$ cat src/rtl/multirate_sqgen_pkg.sv
package multirate_sqgen_pkg;

    typedef enum logic {
        SQ_LOW  = 1'b0,
        SQ_HIGH = 1'b1
    } sq_state_t;

    localparam int NUM_STAGES = 5;
    localparam int NUM_OUTS   = 4;

    // Full-rate moduli in stage order A..E
    localparam int FULL_A = 125;
    localparam int FULL_B = 2;
    localparam int FULL_C = 125;
    localparam int FULL_D = 80;
    localparam int FULL_E = 20;

    // Shortened moduli used when simulating
    localparam int SIM_A = 5;
    localparam int SIM_B = 2;
    localparam int SIM_C = 3;
    localparam int SIM_D = 4;
    localparam int SIM_E = 2;

    function automatic int pick_mod(input bit fast, input int full_m, input int sim_m);
        return fast ? sim_m : full_m;
    endfunction

    function automatic int cnt_width(input int full_m);
        return (full_m < 2) ? 1 : $clog2(full_m);
    endfunction

endpackage

$ cat src/rtl/multirate_sqgen_stage.sv
module multirate_sqgen_stage #(
    parameter int MODULUS = 125,
    parameter int WIDTH   = 7
) (
    input  logic clk_ref,
    input  logic rst,
    input  logic en,
    output logic tc
);

    localparam logic [WIDTH-1:0] LAST = WIDTH'(MODULUS - 1);

    logic [WIDTH-1:0] cnt_q;
    logic [WIDTH-1:0] cnt_d;
    logic             at_last;

    always_comb begin
        at_last = (cnt_q == LAST);
        tc      = en && at_last;
        if (tc) begin
            cnt_d = '0;
        end else if (en) begin
            cnt_d = cnt_q + WIDTH'(1);
        end else begin
            cnt_d = cnt_q;
        end
    end

    always_ff @(posedge clk_ref) begin
        if (rst) begin
            cnt_q <= '0;
        end else begin
            cnt_q <= cnt_d;
        end
    end

    // count never leaves 0..MODULUS-1
    p_count_in_range_r7: assert property (@(posedge clk_ref) disable iff (rst)
        cnt_q <= LAST);

    // an idle stage keeps its count
    p_hold_when_idle_r7: assert property (@(posedge clk_ref) disable iff (rst)
        !en |=> $stable(cnt_q));

    // terminal-count pulse lasts one cycle
    p_tc_single_r7: assert property (@(posedge clk_ref) disable iff (rst)
        tc |=> !tc);

endmodule

$ cat src/rtl/multirate_sqgen_square.sv
module multirate_sqgen_square
    import multirate_sqgen_pkg::*;
(
    input  logic clk_ref,
    input  logic rst,
    input  logic tick,
    output logic sq
);

    sq_state_t state_q;
    sq_state_t state_d;

    // State register
    always_ff @(posedge clk_ref) begin
        if (rst) begin
            state_q <= SQ_LOW;
        end else begin
            state_q <= state_d;
        end
    end

    // Next state: RISE, FALL or HOLD
    always_comb begin
        state_d = state_q;
        unique case (state_q)
            SQ_LOW:  if (tick) state_d = SQ_HIGH;
            SQ_HIGH: if (tick) state_d = SQ_LOW;
            default: state_d = SQ_LOW;
        endcase
    end

    // Output
    always_comb begin
        sq = (state_q == SQ_HIGH);
    end

    // a tick always flips the output
    p_flip_on_tick_r6: assert property (@(posedge clk_ref) disable iff (rst)
        tick |=> (sq != $past(sq)));

    // without a tick the output holds
    p_hold_no_tick_r6: assert property (@(posedge clk_ref) disable iff (rst)
        !tick |=> $stable(sq));

endmodule

$ cat src/rtl/multirate_sqgen.sv
module multirate_sqgen
    import multirate_sqgen_pkg::*;
#(
    parameter bit FAST_SIM = 1'b0
) (
    input  logic clk_ref,
    input  logic rst,
    output logic sq_fast,
    output logic sq_mid,
    output logic sq_slow,
    output logic sq_sec
);

    localparam int MOD_A = pick_mod(FAST_SIM, FULL_A, SIM_A);
    localparam int MOD_B = pick_mod(FAST_SIM, FULL_B, SIM_B);
    localparam int MOD_C = pick_mod(FAST_SIM, FULL_C, SIM_C);
    localparam int MOD_D = pick_mod(FAST_SIM, FULL_D, SIM_D);
    localparam int MOD_E = pick_mod(FAST_SIM, FULL_E, SIM_E);

    // Widths fixed by full-rate moduli so both modes keep 31 flops
    localparam int W_A = cnt_width(FULL_A);
    localparam int W_B = cnt_width(FULL_B);
    localparam int W_C = cnt_width(FULL_C);
    localparam int W_D = cnt_width(FULL_D);
    localparam int W_E = cnt_width(FULL_E);

    logic tc_a;
    logic [NUM_OUTS-1:0] tick;
    logic [NUM_OUTS-1:0] sq;

    multirate_sqgen_stage #(.MODULUS(MOD_A), .WIDTH(W_A)) u_stage_a (
        .clk_ref(clk_ref), .rst(rst), .en(1'b1), .tc(tc_a));

    multirate_sqgen_stage #(.MODULUS(MOD_B), .WIDTH(W_B)) u_stage_b (
        .clk_ref(clk_ref), .rst(rst), .en(tc_a), .tc(tick[0]));

    multirate_sqgen_stage #(.MODULUS(MOD_C), .WIDTH(W_C)) u_stage_c (
        .clk_ref(clk_ref), .rst(rst), .en(tc_a), .tc(tick[1]));

    multirate_sqgen_stage #(.MODULUS(MOD_D), .WIDTH(W_D)) u_stage_d (
        .clk_ref(clk_ref), .rst(rst), .en(tick[1]), .tc(tick[2]));

    multirate_sqgen_stage #(.MODULUS(MOD_E), .WIDTH(W_E)) u_stage_e (
        .clk_ref(clk_ref), .rst(rst), .en(tick[2]), .tc(tick[3]));

    for (genvar g = 0; g < NUM_OUTS; g++) begin : g_square
        multirate_sqgen_square u_square (
            .clk_ref(clk_ref),
            .rst    (rst),
            .tick   (tick[g]),
            .sq     (sq[g])
        );
    end

    always_comb begin
        sq_fast = sq[0];
        sq_mid  = sq[1];
        sq_slow = sq[2];
        sq_sec  = sq[3];
    end

    // reset leaves every output low
    p_reset_low_r1: assert property (@(posedge clk_ref)
        rst |=> (sq == '0));

    // the slowest output only moves when the fastest stage pulses too
    p_sec_moves_with_fast_r7: assert property (@(posedge clk_ref) disable iff (rst)
        tick[3] |-> tick[2] && tick[1] && tc_a);

    // at most all four flip in one cycle, slower ones only with faster ticks
    p_tick_nesting_r6: assert property (@(posedge clk_ref) disable iff (rst)
        tick[2] |-> tick[1]);

endmodule

$ cat config.mk
export PLATFORM = sky130hd
export DESIGN_NAME = multirate_sqgen
export DESIGN_NICKNAME = d
export VERILOG_FILES = /design/src/rtl/multirate_sqgen_pkg.sv /design/src/rtl/multirate_sqgen_stage.sv /design/src/rtl/multirate_sqgen_square.sv /design/src/rtl/multirate_sqgen.sv
export SDC_FILE = /design/constraint.sdc
export NUM_CORES = 1
export LEC_CHECK = 0
export ABC_AREA = 1
export BUFFER_PORTS_ARGS = -buffer_cell sky130_fd_sc_hd__buf_2
export CORE_MARGIN = 2
export CORE_UTILIZATION = 60
export DETAILED_ROUTE_END_ITERATION = 12
export GPL_TIMING_DRIVEN = 0
export PLACE_DENSITY = 0.78
export SLEW_MARGIN = 20
export SYNTH_ARGS = -nofsm -noshare
export SYNTH_HDL_FRONTEND = slang
export SYNTH_SLANG_ARGS = --single-unit
$ cat constraint.sdc
create_clock -name clk_ref -period 1.96 [get_ports clk_ref]
set_input_delay 0.392 -clock clk_ref [delete_from_list [all_inputs] [get_ports clk_ref]]
set_output_delay 0.392 -clock clk_ref [all_outputs]
set_load 0.05 [all_outputs]
==> results.json <==
{
  "status": "completed",
  "areaGrowthSynthToFinish_pct": 8.13,
  "arrival_ns": 1.90,
  "reg2reg_from": "u_stage_d.cnt_q[0]",
  "postCtsSetupBuffers": 0,
  "startpoint": "u_stage_d.cnt_q[0]",
  "ys_ff_latch": 31,
  "synthArstFlopShare_pct": 0,
  "dpl.hpwl_um": 2100,
  "io_pins": 6,
  "die_area_um2": 3130,
  "yosys.area_share.adder_pct": 4.64,
  "pwr_density_cell_nw_per_um2": 623,
  "path_clk_slew_ns": 0.09,
  "syn_avg_cell_area_um2": 7.31,
  "muxShareOfSynthArea_pct": 0,
  "grt_max_degree": 11,
  "via_per_inst": 5.25,
  "buffer_ports.inserted": 5,
  "leakagePower_nw": 0.764,
  "clock_power_share_pct": 38.6,
  "synth_common_cells": "57 x nand2_1, 31 x dfxtp_1, 29 x inv_1, 24 x nor2_1, 16 x a21oi_1",
  "required_ns": 2.18,
  "synth_area_leaders": "dfxtp_1 38%, nand2_1 13%, inv_1 6.7%",
  "cp_max_fo": 10,
  "synth_top_family_by_area": "simple AND/OR/NAND/NOR gates",
  "firstDrtPassIters": 5,
  "overflow": 0,
  "antenna_found_initial": 0,
  "drt_iter0_markers": 78,
  "switchingPower_w": 0.000235,
  "routedWlPerCell_um": 10.9,
  "slew_headroom_pct": 79.9,
  "die-width_um": 55.9,
  "syn-num-nets": 229,
  "n_antenna_cell": 0,
  "fmax_mhz": 593,
  "min_period_ns": 1.69,
  "drc_errors": 0,
  "coreArea_um2": 2520,
  "cts_root_buf": "clkbuf_4",
  "num-nets-final": 241,
  "cts_max_level": 2,
  "finalSetupViolations": 0,
  "post_cts_resized": 0,
  "worst_hold_path_type": "in2reg",
  "grt_first_pass_wirelength_um": 5270,
  "clkLatencyLatePin_ns": 0.33,
  "maxCapViolations": 0,
  "cts_tree": "done",
  "post-route-util_pct": 69.3,
  "tns_ns": 0,
  "postRouteAntennaNets": 0,
  "timing.critical_path.slowest_cell_delay_ns": 0.42,
  "ff2ff_setup_slack_ns": 0.27,
  "gp_congestion": 0.799,
  "synth_edf_count": 0,
  "rsz0062_at_grt": "no",
  "ys_seq_area_share_pct": 38.4,
  "yosys.area.top_type_share_pct": 38.4,
  "vdd_drop_max_uv": 564,
  "min_from": "rst",
  "synth-xor-area-share_pct": 4.33,
  "crit_type": "reg2reg",
  "clk_path_buf_depth": 2,
  "track_usage_pct": 21.0,
  "yosysTopAreaCell": "dfxtp_1",
  "initial_core_util_pct": 64.1,
  "drv_slew": 0,
  "start_kind": "register",
  "period_share_pct": 86.0,
  "swShare_pct": 21.6,
  "die_h_um": 55.9,
  "postCtsHoldBufs": 0,
  "worst_pin_slew_ns": 0.301,
  "std_cell_rows": 18,
  "cts_inserted_buffers": 5,
  "ys_types": 25,
  "synth.most_common_cell": "nand2_1",
  "p_int_w": 0.000855,
  "layout-drive-gt1-share_pct": 12.4,
  "crit_path_end_kind": "register",
  "critPathCapture": "u_stage_e.cnt_q[0]",
  "power_frac_comb_pct": 2.7,
  "crit_slowest_cell": "dfxtp_1",
  "ys.flop_type": "dfxtp_1",
  "path_cells": "ha_1 -> nand3_2 -> nor2_4 -> nand3_4 -> o21ai_2 -> nor2_1",
  "power_frac_seq_pct": 58.7,
  "grt_pass1_vias": 1280,
  "yosys_warnings": 0,
  "finalHoldViolCount": 0,
  "vias": 1387,
  "synth-compound-area-share_pct": 7.66,
  "r2r_end": "u_stage_e.cnt_q[0]",
  "cts_sinks": 31,
  "reg2reg_depth": 6,
  "netlist_instances": 221,
  "wl_um": 2870,
  "syn_area_um2": 1620,
  "skew_ns": 0.00690,
  "synth_simple_gate_area_share_pct": 37.3
}
## per-stage QoR
stage               worst slack [ns]  area (µm²)  total power [W]  hold WS (ns)  cells
finish                         0.274        1750          0.00109         0.255    264
global route                   0.174        1750          0.00114         0.255    264
CTS                            0.283        1750          0.00110         0.253    264
detailed placement             0.301        1680         0.000684         0.444    256
global placement               0.315        1680         0.000681         0.432    256
floorplan                      0.535        1620         0.000674         0.422    221
## critical path: cells and delay by family, from the launching register on
kind	cells	cell delay [ns]
AOI/OAI and AO/OA	1	0.27
adders and majority gates	1	0.26
DFF	1	0.42
and+or+nand+nor	4	0.63
## power by group through the flow
| stage | Combinational (W) | Sequential [W] | Clock (W) |
|---|---|---|---|
| finish | 0.0000296 | 0.000639 | 0.000421 |
| floorplan | 0.0000215 | 0.000653 | 0 |
| detailed placement | 0.0000302 | 0.000654 | 0 |
| global route | 0.0000351 | 0.000640 | 0.000464 |
| global placement | 0.0000279 | 0.000653 | 0 |
| CTS | 0.0000304 | 0.000639 | 0.000434 |
## cells by family (layout without fill, tap and decap cells)
kind of cell	Yosys count	in the layout
xor+xnor	8	8
flops	31	31
buf+inv	31	44
compound gates	24	24
fa+ha+maj	6	6
simple gates	121	121
## sequential cells by signal, indices dropped and copies added (netlist names)
name,count
g_square.u_square.sq,4
u_stage_e.cnt_q,5
u_stage_c.cnt_q,7
u_stage_a.cnt_q,7
u_stage_b.at_last,1
u_stage_d.cnt_q,7
## final cells by class
type	count	area [µm²]
buffer	2	15.0
timing repair buffer	5	25.0
tap	30	37.5
multi-input combinational	159	872
sequential	31	621
inverter	29	109
clock buffer	8	68.8
fill	213	774
## how the worst min path moves through the flow
stage,cells after the start,to
final,2,g_square[2].u_square.sq
after global routing,2,g_square[2].u_square.sq
after CTS,2,g_square[2].u_square.sq
after detailed placement,1,u_stage_b.at_last
after global placement,1,u_stage_b.at_last
after floorplan,1,u_stage_b.at_last
## cells in the final DEF, fill, tap and decap left out, types with 2 or more instances in the layout
cell type	Yosys	final
nand3b_1	3	3
ha_1	6	6
o21ai_0	7	7
nor2_2	5	5
dfxtp_1	31	31
nor3b_1	2	2
buf_2	0	5
a21oi_1	16	16
clkbuf_1	1	2
clkbuf_8	0	2
inv_1	29	29
nor3_1	2	2
nand3_1	12	12
nand4_1	5	5
nand3_2	3	3
nor2_8	2	2
nor2_1	24	24
xor2_1	8	8
nand2_1	57	57
clkbuf_4	0	5
## routing by layer
metal	wire, µm	vias up	global-route usage [%]
met5	0	-	0
met4	56	0	8.16
met3	81	8	4.88
met2	1440	19	35.2
met1	1300	631	26.1
li1	-	729	-
(Power assumes the default switching activity.)
